<file path="config.mk">
export PLATFORM = sky130hd
export DESIGN_NAME = hub_slot_arbiter
export DESIGN_NICKNAME = d
export VERILOG_FILES = /design/src/rtl/hub_arb_pkg.sv /design/src/rtl/hub_slot_timer.sv /design/src/rtl/hub_slot_sequencer.sv /design/src/rtl/hub_slot_select.sv /design/src/rtl/hub_slot_arbiter.sv
export SDC_FILE = /design/constraint.sdc
export NUM_CORES = 1
export LEC_CHECK = 0
export BUFFER_PORTS_ARGS = -buffer_cell sky130_fd_sc_hd__buf_2
export CORE_MARGIN = 3
export CORE_UTILIZATION = 45
export DETAILED_ROUTE_END_ITERATION = 8
export GPL_TIMING_DRIVEN = 0
export PLACE_DENSITY = 0.75
export SLEW_MARGIN = 40
export SYNTH_ARGS = -nofsm -noshare
export SYNTH_HDL_FRONTEND = slang
export SYNTH_SLANG_ARGS = --single-unit
export TNS_END_PERCENT = 20
</file>
<file path="constraint.sdc">
create_clock -name clk -period 2.38 [get_ports clk]
set_input_delay 0.714 -clock clk [delete_from_list [all_inputs] [get_ports clk]]
set_output_delay 0.714 -clock clk [all_outputs]
set_load 0.1 [all_outputs]
</file>
<file path="src/rtl/hub_arb_pkg.sv">
package hub_arb_pkg;

   // Width of an index able to name n distinct items (at least 1 bit)
   function automatic int idx_width(input int n);
      return (n > 1) ? $clog2(n) : 1;
   endfunction

endpackage

</file>
<file path="src/rtl/hub_slot_timer.sv">
// Slot timer: produces the cycle in which the current slot ends.
module hub_slot_timer #(
   parameter int SLOT_CYCLES = 2
) (
   input  logic clk,
   input  logic rst_n,
   output logic slot_end
);
   import hub_arb_pkg::*;

   localparam int PH_W = idx_width(SLOT_CYCLES);

   generate
      if (SLOT_CYCLES < 1) begin : g_bad_cycles
         $error("hub_slot_timer: SLOT_CYCLES must be at least 1");
      end

      if (SLOT_CYCLES == 1) begin : g_single
         // Every cycle closes a slot
         assign slot_end = 1'b1;
      end else begin : g_multi
         localparam logic [PH_W-1:0] PH_LAST = PH_W'(SLOT_CYCLES - 1);
         logic [PH_W-1:0] phase_q;

         always_ff @(posedge clk) begin
            if (!rst_n) begin
               phase_q <= '0;
            end else if (phase_q == PH_LAST) begin
               phase_q <= '0;
            end else begin
               phase_q <= phase_q + PH_W'(1);
            end
         end

         assign slot_end = (phase_q == PH_LAST);

         AST_SLOT_END_SPACED: assert property (@(posedge clk) disable iff (!rst_n)
            slot_end |=> !slot_end);
      end
   endgenerate

endmodule

</file>
<file path="src/rtl/hub_slot_sequencer.sv">
// Rotation pointer: holds the owner of the current slot and the owner of the next one.
module hub_slot_sequencer #(
   parameter int NUM_CORES = 8
) (
   input  logic                                       clk,
   input  logic                                       rst_n,
   input  logic                                       advance,
   output logic [hub_arb_pkg::idx_width(NUM_CORES)-1:0] owner_now,
   output logic [hub_arb_pkg::idx_width(NUM_CORES)-1:0] owner_next
);
   import hub_arb_pkg::*;

   localparam int IDX_W = idx_width(NUM_CORES);
   localparam logic [IDX_W-1:0] LAST_SLOT = IDX_W'(NUM_CORES - 1);

   logic [IDX_W-1:0] slot_q;

   // Explicit wrap so that non power-of-two core counts rotate correctly
   assign owner_next = (slot_q == LAST_SLOT) ? '0 : slot_q + IDX_W'(1);
   assign owner_now  = slot_q;

   always_ff @(posedge clk) begin
      if (!rst_n) begin
         slot_q <= '0;
      end else if (advance) begin
         slot_q <= owner_next;
      end
   end

   AST_ROTATE_WRAP: assert property (@(posedge clk) disable iff (!rst_n)
      (advance && slot_q == LAST_SLOT) |=> (slot_q == '0));
   AST_ROTATE_HOLD: assert property (@(posedge clk) disable iff (!rst_n)
      !advance |=> $stable(slot_q));

endmodule

</file>
<file path="src/rtl/hub_slot_select.sv">
// Eligibility and fallback: picks the owner or core 0 and builds the one-hot form.
module hub_slot_select #(
   parameter int NUM_CORES = 8
) (
   input  logic [NUM_CORES-1:0]                         core_en,
   input  logic [NUM_CORES-1:0]                         core_pause,
   input  logic [hub_arb_pkg::idx_width(NUM_CORES)-1:0] owner,
   output logic [hub_arb_pkg::idx_width(NUM_CORES)-1:0] pick_idx,
   output logic [NUM_CORES-1:0]                         pick_onehot
);
   import hub_arb_pkg::*;

   localparam int IDX_W = idx_width(NUM_CORES);

   logic [NUM_CORES-1:0] eligible;
   logic                 owner_ok;

   generate
      for (genvar gi = 0; gi < NUM_CORES; gi++) begin : g_elig
         assign eligible[gi] = core_en[gi] & ~core_pause[gi];
      end
   endgenerate

   // Core 0 is treated as always eligible, whatever its own bits say
   assign owner_ok = (owner == '0) || eligible[owner];
   assign pick_idx = owner_ok ? owner : '0;

   generate
      for (genvar gd = 0; gd < NUM_CORES; gd++) begin : g_decode
         assign pick_onehot[gd] = (pick_idx == IDX_W'(gd));
      end
   endgenerate

endmodule

</file>
<file path="src/rtl/hub_slot_arbiter.sv">
// Top: hub slot arbiter with fixed rotation and fallback of unusable slots to core 0.
module hub_slot_arbiter #(
   parameter int NUM_CORES   = 8,
   parameter int SLOT_CYCLES = 2
) (
   input  logic                                         clk,
   input  logic                                         rst_n,
   input  logic [NUM_CORES-1:0]                         core_en_i,
   input  logic [NUM_CORES-1:0]                         core_pause_i,
   output logic [NUM_CORES-1:0]                         grant_o,
   output logic [hub_arb_pkg::idx_width(NUM_CORES)-1:0] sel_o,
   output logic                                         slot_adv_o
);
   import hub_arb_pkg::*;

   localparam int IDX_W = idx_width(NUM_CORES);
   localparam logic [NUM_CORES-1:0] GRANT_CORE0 = NUM_CORES'(1);

   generate
      if (NUM_CORES < 2) begin : g_bad_cores
         $error("hub_slot_arbiter: NUM_CORES must be at least 2");
      end
   endgenerate

   logic             slot_end;
   logic [IDX_W-1:0] owner_now;
   logic [IDX_W-1:0] owner_next;
   logic [IDX_W-1:0] pick_idx;
   logic [NUM_CORES-1:0] pick_onehot;

   logic [IDX_W-1:0]     sel_q;
   logic [NUM_CORES-1:0] grant_q;
   logic                 adv_q;

   hub_slot_timer #(.SLOT_CYCLES(SLOT_CYCLES)) u_timer (
      .clk      (clk),
      .rst_n    (rst_n),
      .slot_end (slot_end)
   );

   hub_slot_sequencer #(.NUM_CORES(NUM_CORES)) u_seq (
      .clk        (clk),
      .rst_n      (rst_n),
      .advance    (slot_end),
      .owner_now  (owner_now),
      .owner_next (owner_next)
   );

   hub_slot_select #(.NUM_CORES(NUM_CORES)) u_sel (
      .core_en     (core_en_i),
      .core_pause  (core_pause_i),
      .owner       (owner_next),
      .pick_idx    (pick_idx),
      .pick_onehot (pick_onehot)
   );

   // Decision for the coming slot is registered at the edge that opens it
   always_ff @(posedge clk) begin
      if (!rst_n) begin
         sel_q   <= '0;
         grant_q <= GRANT_CORE0;
         adv_q   <= 1'b0;
      end else begin
         adv_q <= slot_end;
         if (slot_end) begin
            sel_q   <= pick_idx;
            grant_q <= pick_onehot;
         end
      end
   end

   assign sel_o      = sel_q;
   assign grant_o    = grant_q;
   assign slot_adv_o = adv_q;

   AST_SEL_ONLY_ON_ADV: assert property (@(posedge clk) disable iff (!rst_n)
      !slot_adv_o |-> ($stable(sel_o) && $stable(grant_o)));
   AST_GRANT_ONE_BIT: assert property (@(posedge clk) disable iff (!rst_n)
      $countones(grant_o) == 1);
   AST_GRANT_AT_SEL: assert property (@(posedge clk) disable iff (!rst_n)
      grant_o[sel_o]);
   AST_SEL_OWNER_OR_ZERO: assert property (@(posedge clk) disable iff (!rst_n)
      (sel_o != '0) |-> (sel_o == owner_now));

endmodule

</file>
Word-level counts from Yosys, hierarchy flattened
Index checks and enable logic that the tools add are counted.
- bitwise gates (word level): 17
- equal/unequal tests: 8
- add/subtract/negate cells: 2
- reductions and logical operators: 4
- magnitude comparators: 1
- multiplexer cells: 4
- operator list (kind ; number):
    == test 3 bit (second input constant) ; 5
    inverter 1 bit ; 9
    AND 1 bit ; 8
    == test 3 x 2 -> 1 bit (second input constant) ; 2
    zero test 3 bit ; 2
    2-to-1 mux 3 bit ; 2
    < comparator 3 x 4 -> 1 bit (second input constant) ; 1
    adder 3 x 1 -> 3 bit (second input constant) ; 1
    binary-select mux 1 bit (select 3 bit) ; 1
    == test 3 x 1 -> 1 bit (second input constant) ; 1
    OR reduction 2 bit ; 1
    adder 1 bit (second input constant) ; 1
    logical OR 1 bit ; 1
    2-to-1 mux 1 bit ; 1
- output and inout bits: 12
- bits of input ports: 18
- flip-flop bits (word level): 16
- logic and storage cells: 41

Longest topological paths before layout
- word-level depth: 7
- gate-level depth with buffers: 7
- gate-level depth less buffers: 6

Cells and area by module
A second synthesis with hierarchy kept.
- cells, all modules: 84
- area, all modules: 873.3 um2
- by module, submodules not included (module ; sequential area each (um2) ; times used ; cells each ; area each (um2)):
    hub_slot_arbiter ; 240.2 ; 1 ; 37 ; 439.2
    hub_slot_select ; 0.0 ; 1 ; 32 ; 252.7
    hub_slot_sequencer ; 60.1 ; 1 ; 13 ; 147.6
    hub_slot_timer ; 20.0 ; 1 ; 2 ; 33.8

Least setup slack after synthesis
Ideal clock, no wire load.
- path type: flip-flop to flip-flop
- start: register u_seq.slot_q[0], in the netlist u_seq.owner_now[0]
- end: register sel_q[0], in the netlist sel_o[0]
- data arrival time: 1.751 ns
- cell stages (with the launch flop): 7
- path buffers: 0
- clock period less this slack: 1.879 ns
- setup slack: 0.501 ns
- cells stage by stage: dfxtp_1 -> ha_1 -> ha_1 -> nor2_4 -> mux4_2 -> a32oi_1 -> o21ai_0
- cells in the longest elaborated chain, start to end: 6
- RTL lines (what ; RTL line ; RTL):
    start, declared ; hub_slot_sequencer.sv:16 ; logic [IDX_W-1:0] slot_q;
    start signal, assigned ; hub_slot_sequencer.sv:26 ; slot_q <= owner_next;
    adder 3 x 1 -> 3 bit / == test 3 bit (equally long branches) ; hub_slot_sequencer.sv:19 ; assign owner_next = (slot_q == LAST_SLOT) ? '0 : slot_q + IDX_W'(1);
    2-to-1 mux 3 bit (*) ; hub_slot_sequencer.sv:19 ;
    binary-select mux 1 bit (select 3 bit) ; hub_slot_select.sv:25 ; assign owner_ok = (owner == '0) || eligible[owner];
    2-to-1 mux 1 bit (not written as such) ; hub_slot_select.sv:25 ;
    logical OR 1 bit ; hub_slot_select.sv:25 ;
    2-to-1 mux 3 bit (*) ; hub_slot_select.sv:26 ; assign pick_idx = owner_ok ? owner : '0;
    end signal, assigned ; hub_slot_arbiter.sv:66 ; sel_q <= pick_idx;
    end, declared ; hub_slot_arbiter.sv:31 ; logic [IDX_W-1:0] sel_q;
Mark *: on every way between the ends. The rest lies on a longest branch, timed or not. The select of a mux whose other input is x is not followed.
A chain may end at the register's enable or synchronous reset.

Worst setup path in the final report
- start: register u_seq.slot_q[0], in the netlist u_seq.owner_now[0]
- end: register grant_q[0], in the netlist grant_o[0]
- cells in the longest elaborated chain, start to end: 7
- RTL lines (what ; RTL line ; RTL):
    adder 3 x 1 -> 3 bit / == test 3 bit (equally long branches) ; hub_slot_sequencer.sv:19 ;
    2-to-1 mux 3 bit (*) ; hub_slot_sequencer.sv:19 ;
    binary-select mux 1 bit (select 3 bit) ; hub_slot_select.sv:25 ;
    2-to-1 mux 1 bit (not written as such) ; hub_slot_select.sv:25 ;
    logical OR 1 bit ; hub_slot_select.sv:25 ;
    2-to-1 mux 3 bit (*) ; hub_slot_select.sv:26 ;
    zero test 3 bit (*) ; hub_slot_select.sv:30 ; assign pick_onehot[gd] = (pick_idx == IDX_W'(gd));
    end signal, assigned ; hub_slot_arbiter.sv:67 ; grant_q <= pick_onehot;
    end, declared ; hub_slot_arbiter.sv:32 ; logic [NUM_CORES-1:0] grant_q;
Marked as above.

==> metrics.sh <==
DRT-INITIAL-DRC-COUNT=8
DRIVE_GT1_SHARE_PCT=37.7
R2R_CELLS=7
CLK_PIN_SLEW_PS=100
GLOBALROUTETOTALUTIL_PCT=16.5
SYNTH_AREA_SQ_UM=738
SYN_AVG_CELL_AREA_SQ_UM=10.1
TOP_POST_SYNTHESIS_CELLS_BY_COUNT='16 x sky130_fd_sc_hd__dfxtp_1, 9 x sky130_fd_sc_hd__nor2b_1, 7 x sky130_fd_sc_hd__nand2_1'
RSZ_0062_RAISED_AFTER_GLOBAL_ROUTING='false'
SYNTH_TOP_AREA_CELL='sky130_fd_sc_hd__dfxtp_1'
HOLDPATHEND='sel_o[2]'
VIA_COUNT_OF_THE_FIRST_GLOBAL_ROUTING_PASS=602
LAYOUT.CELL_AREA.NON_FILLER_SQ_UM=938
VIA_PER_INST=5.32
CLK_LATENCY_PS=280
REG2REG_TO='grant_o[0]'
SWITCHING_SHARE_PCT=29.8
HTREE_DEPTH=1
CLK_TREE_ROOT_CELL='sky130_fd_sc_hd__clkbuf_4'
FMAX_MHz=486
INITIAL_CORE_UTILIZATION_PCT=52.2
POWER.SHARE.SEQUENTIAL_PCT=48.4
FP.DIEW_MICRONS=46.5
TIMING.CLOCK.SKEW_PS=1.86
SYNTH_FLOP_CELL='sky130_fd_sc_hd__dfxtp_1'
ASYNC_RESET_FF_SHARE_PCT=0
POST_CTS_SIZING=0
SETUP_TNS_PS=0
STATUS='finished clean'
TRITONCTS='built'
SYNTH_CELL_TYPES=29
GLOBAL_ROUTE_OVERFLOW=0
NETLIST_TOP_CELLS_AREA='sky130_fd_sc_hd__dfxtp_1 43%, sky130_fd_sc_hd__nor2b_1 7.6%, sky130_fd_sc_hd__mux2i_1 5.4%'
SETUP_FIX_BUFS_POST_CTS=0
DESIGN.DIE.AREA_SQ_UM=2160
FINALHOLDVIOLATIONS=0
HOLD_DEPTH=2
CHIPHEIGHT_MICRONS=46.5
CP_MAX_FO=8
POSTROUTEWIRELENGTH_MICRONS=1550
POSTSYNTHCELLCOUNT=73
NUMBER_OF_ANTENNA_VIOLATIONS_AT_THE_FIRST_CHECK_IN_GLOBAL_ROUTING=0
SYNTH-SEQ-CELLS=16
CTS_BUFFERS=3
GRT_FIRST_PASS_WIRELENGTH_MICRONS=2560
LAYOUT.NETS=128
FILLCELLCOUNT=130
SETUP_VIOL_COUNT_FINAL=0
RATIO_OF_TOTAL_POWER_TO_CELL_AREA_nW_PER_UM2=626
GRT_START_MAX_NET_PINS=11
CLOCKBUFFERDEPTH=2
DRV.MAX_CAP_VIOLATION_COUNT=0
FF_TO_FF_START='u_seq.owner_now[0]'
REGAREA_SQ_UM=320
CELLLEAKAGEPOWER_nW=0.460
WL_PER_CELL_MICRONS=12.8
AREA.GROWTH.SYNTH_TO_FINAL_PCT=27.1
POWER_REPORT.INTERNAL_TOTAL_uW=413
REGISTER_TO_REGISTER_SETUP_SLACK_PS=320
CORE_SQ_UM=1420
VDD_IR_DROP_MAX_uV=345
LAYOUT_WORST_PATH_CYCLE_SHARE_PCT=86.4
DR.PASS1.ITERS=4
FINALPOWER_uW=587
EDFF_COUNT_SYNTH=0
VIAS=644
SYNTH_MOST_COMMON_CELL='sky130_fd_sc_hd__dfxtp_1'
TIMING_MAX_TRANSITION_VIOLATIONS_FINAL=0
CTS_HOLD_BUFFERS=0
POST_SYNTHESIS_SEQUENTIAL_AREA_RATIO_PCT=43.4
PLACE.GP.CONGESTION=0.759
DRC=0
HOLD_PATH_STARTPOINT='sel_o[2]'
CRITPATHLAUNCH='u_seq.owner_now[0]'
P_COMB_SHARE_PCT=21.2
HOLDCRITPATHCLASS='register to register'
PORTBUFFERS=29
TIMING.CRITICAL_PATH.ARRIVAL_PS=2240
N_ANTENNA_CELL=0
IOS=30
DPL_CELL_AREA_SQ_UM=902
TIMING.CRITICAL_PATH.FROM_TYPE='register'
PWR-SHARE-CLK_PCT=30.3
WORSTMARGINPINSLEW_PS=487
POSTROUTEANTENNANETS=0
WORST-ENDPOINT-REQUIRED_PS=2560
NUMCLOCKSINKS=16
CRITPATHCAPTURETYPE='register'
YOSYSWARNINGCOUNT=0
ROWS=13
CRIT_TYPE='register to register'
TOTAL_AREA_OF_MULTI_INPUT_COMBINATIONAL_CELLS_SQ_UM=379
SLEW_HEADROOM_PCT=67.8
SYNTHESIS.NETS=94
DPL.HPWL_MICRONS=1230
TOTAL_SWITCHING_POWER_uW=175
MIN_PERIOD_PS=2060
SYNTH_TOP_CELL_AREA_SHARE_PCT=43.4
==> metrics by stage <==
step                instances  utilization, %  hold slack, ps  setup WS (ps)
finish                    121            66.3             442            323
global route              121            66.3             465            202
CTS                       121            66.3             445            312
detailed placement        117            63.7             430            326
global placement          117            63.7             429            365
floorplan                  73               -             489            501
==> worst max-delay path: stages (launching register included) <==
cell	delay [ps]
sky130_fd_sc_hd__dfxtp_1	510
sky130_fd_sc_hd__ha_1	210
sky130_fd_sc_hd__ha_1	250
sky130_fd_sc_hd__or2_1	140
sky130_fd_sc_hd__buf_6	130
sky130_fd_sc_hd__a31oi_1	110
sky130_fd_sc_hd__a221o_1	390
sky130_fd_sc_hd__o221a_1	210
==> state kept, by name, summed over array words and instances (netlist names) <==
| name | count |
|---|---|
| grant_o | 8 |
| sel_o | 3 |
| slot_adv_o | 1 |
| u_seq.owner_now | 3 |
| u_timer.slot_end | 1 |
==> worst max path at each step <==
stage          slack, ps  cells after the start    endpoint
4_1_cts              310                      7  grant_o[2]
2_1_floorplan        500                      6    sel_o[0]
6_report             320                      7  grant_o[0]
3_3_place_gp         370                      6    sel_o[0]
3_5_place_dp         330                      7  grant_o[2]
5_1_grt              200                      7  grant_o[0]
==> cells in the final DEF, fill, tap and decap left out, types with 2 or more instances in the layout <==
| master | netlist | layout |
|---|---|---|
| sky130_fd_sc_hd__dfxtp_1 | 16 | 16 |
| sky130_fd_sc_hd__a31oi_1 | 2 | 2 |
| sky130_fd_sc_hd__clkbuf_4 | 0 | 3 |
| sky130_fd_sc_hd__a22o_2 | 2 | 2 |
| sky130_fd_sc_hd__nor4b_1 | 2 | 2 |
| sky130_fd_sc_hd__inv_1 | 4 | 4 |
| sky130_fd_sc_hd__mux2i_1 | 4 | 4 |
| sky130_fd_sc_hd__a22o_1 | 2 | 2 |
| sky130_fd_sc_hd__nor2_1 | 3 | 3 |
| sky130_fd_sc_hd__clkbuf_1 | 2 | 2 |
| sky130_fd_sc_hd__nand2_1 | 7 | 7 |
| sky130_fd_sc_hd__ha_1 | 3 | 3 |
| sky130_fd_sc_hd__nor2b_1 | 9 | 9 |
| sky130_fd_sc_hd__buf_2 | 0 | 29 |
==> routing by layer <==
| layer | vias up | part of all wire, % | GRT usage [%] | routed length [microns] |
|---|---|---|---|---|
| met4 | 0 | 0.64 | 5.68 | 10 |
| met3 | 2 | 4.6 | 3.52 | 71 |
| met2 | 20 | 48 | 27.7 | 752 |
| met1 | 293 | 46 | 20.4 | 718 |
| met5 | - | 0 | 0 | 0 |
| li1 | 329 | - | - | - |
==> power by group through the flow <==
stage                     Sequential (mW)  Clock, mW  Combinational (mW)
after global placement              0.290          0               0.124
after CTS                           0.285      0.185               0.126
final                               0.285      0.178               0.125
after global routing                0.287      0.201               0.136
after detailed placement            0.291          0               0.125
after floorplan                     0.331          0              0.0540
==> cells by family after synthesis <==
| group | share of synthesized area [%] |
|---|---|
| compound gates | 17.8 |
| fa+ha+maj | 5.09 |
| buf+inv | 5.25 |
| flops | 43.4 |
| mux | 8.47 |
| simple gates | 20.0 |
==> final cells by class <==
cell class,instances,area share [%]
multi-input combinational,49,40.4
sequential,16,34.1
timing repair buffer,29,15.5
clock buffer,4,3.87
buffer,4,2.53
tap,15,2.00
inverter,4,1.60
Power figures use the tool's default switching activity.
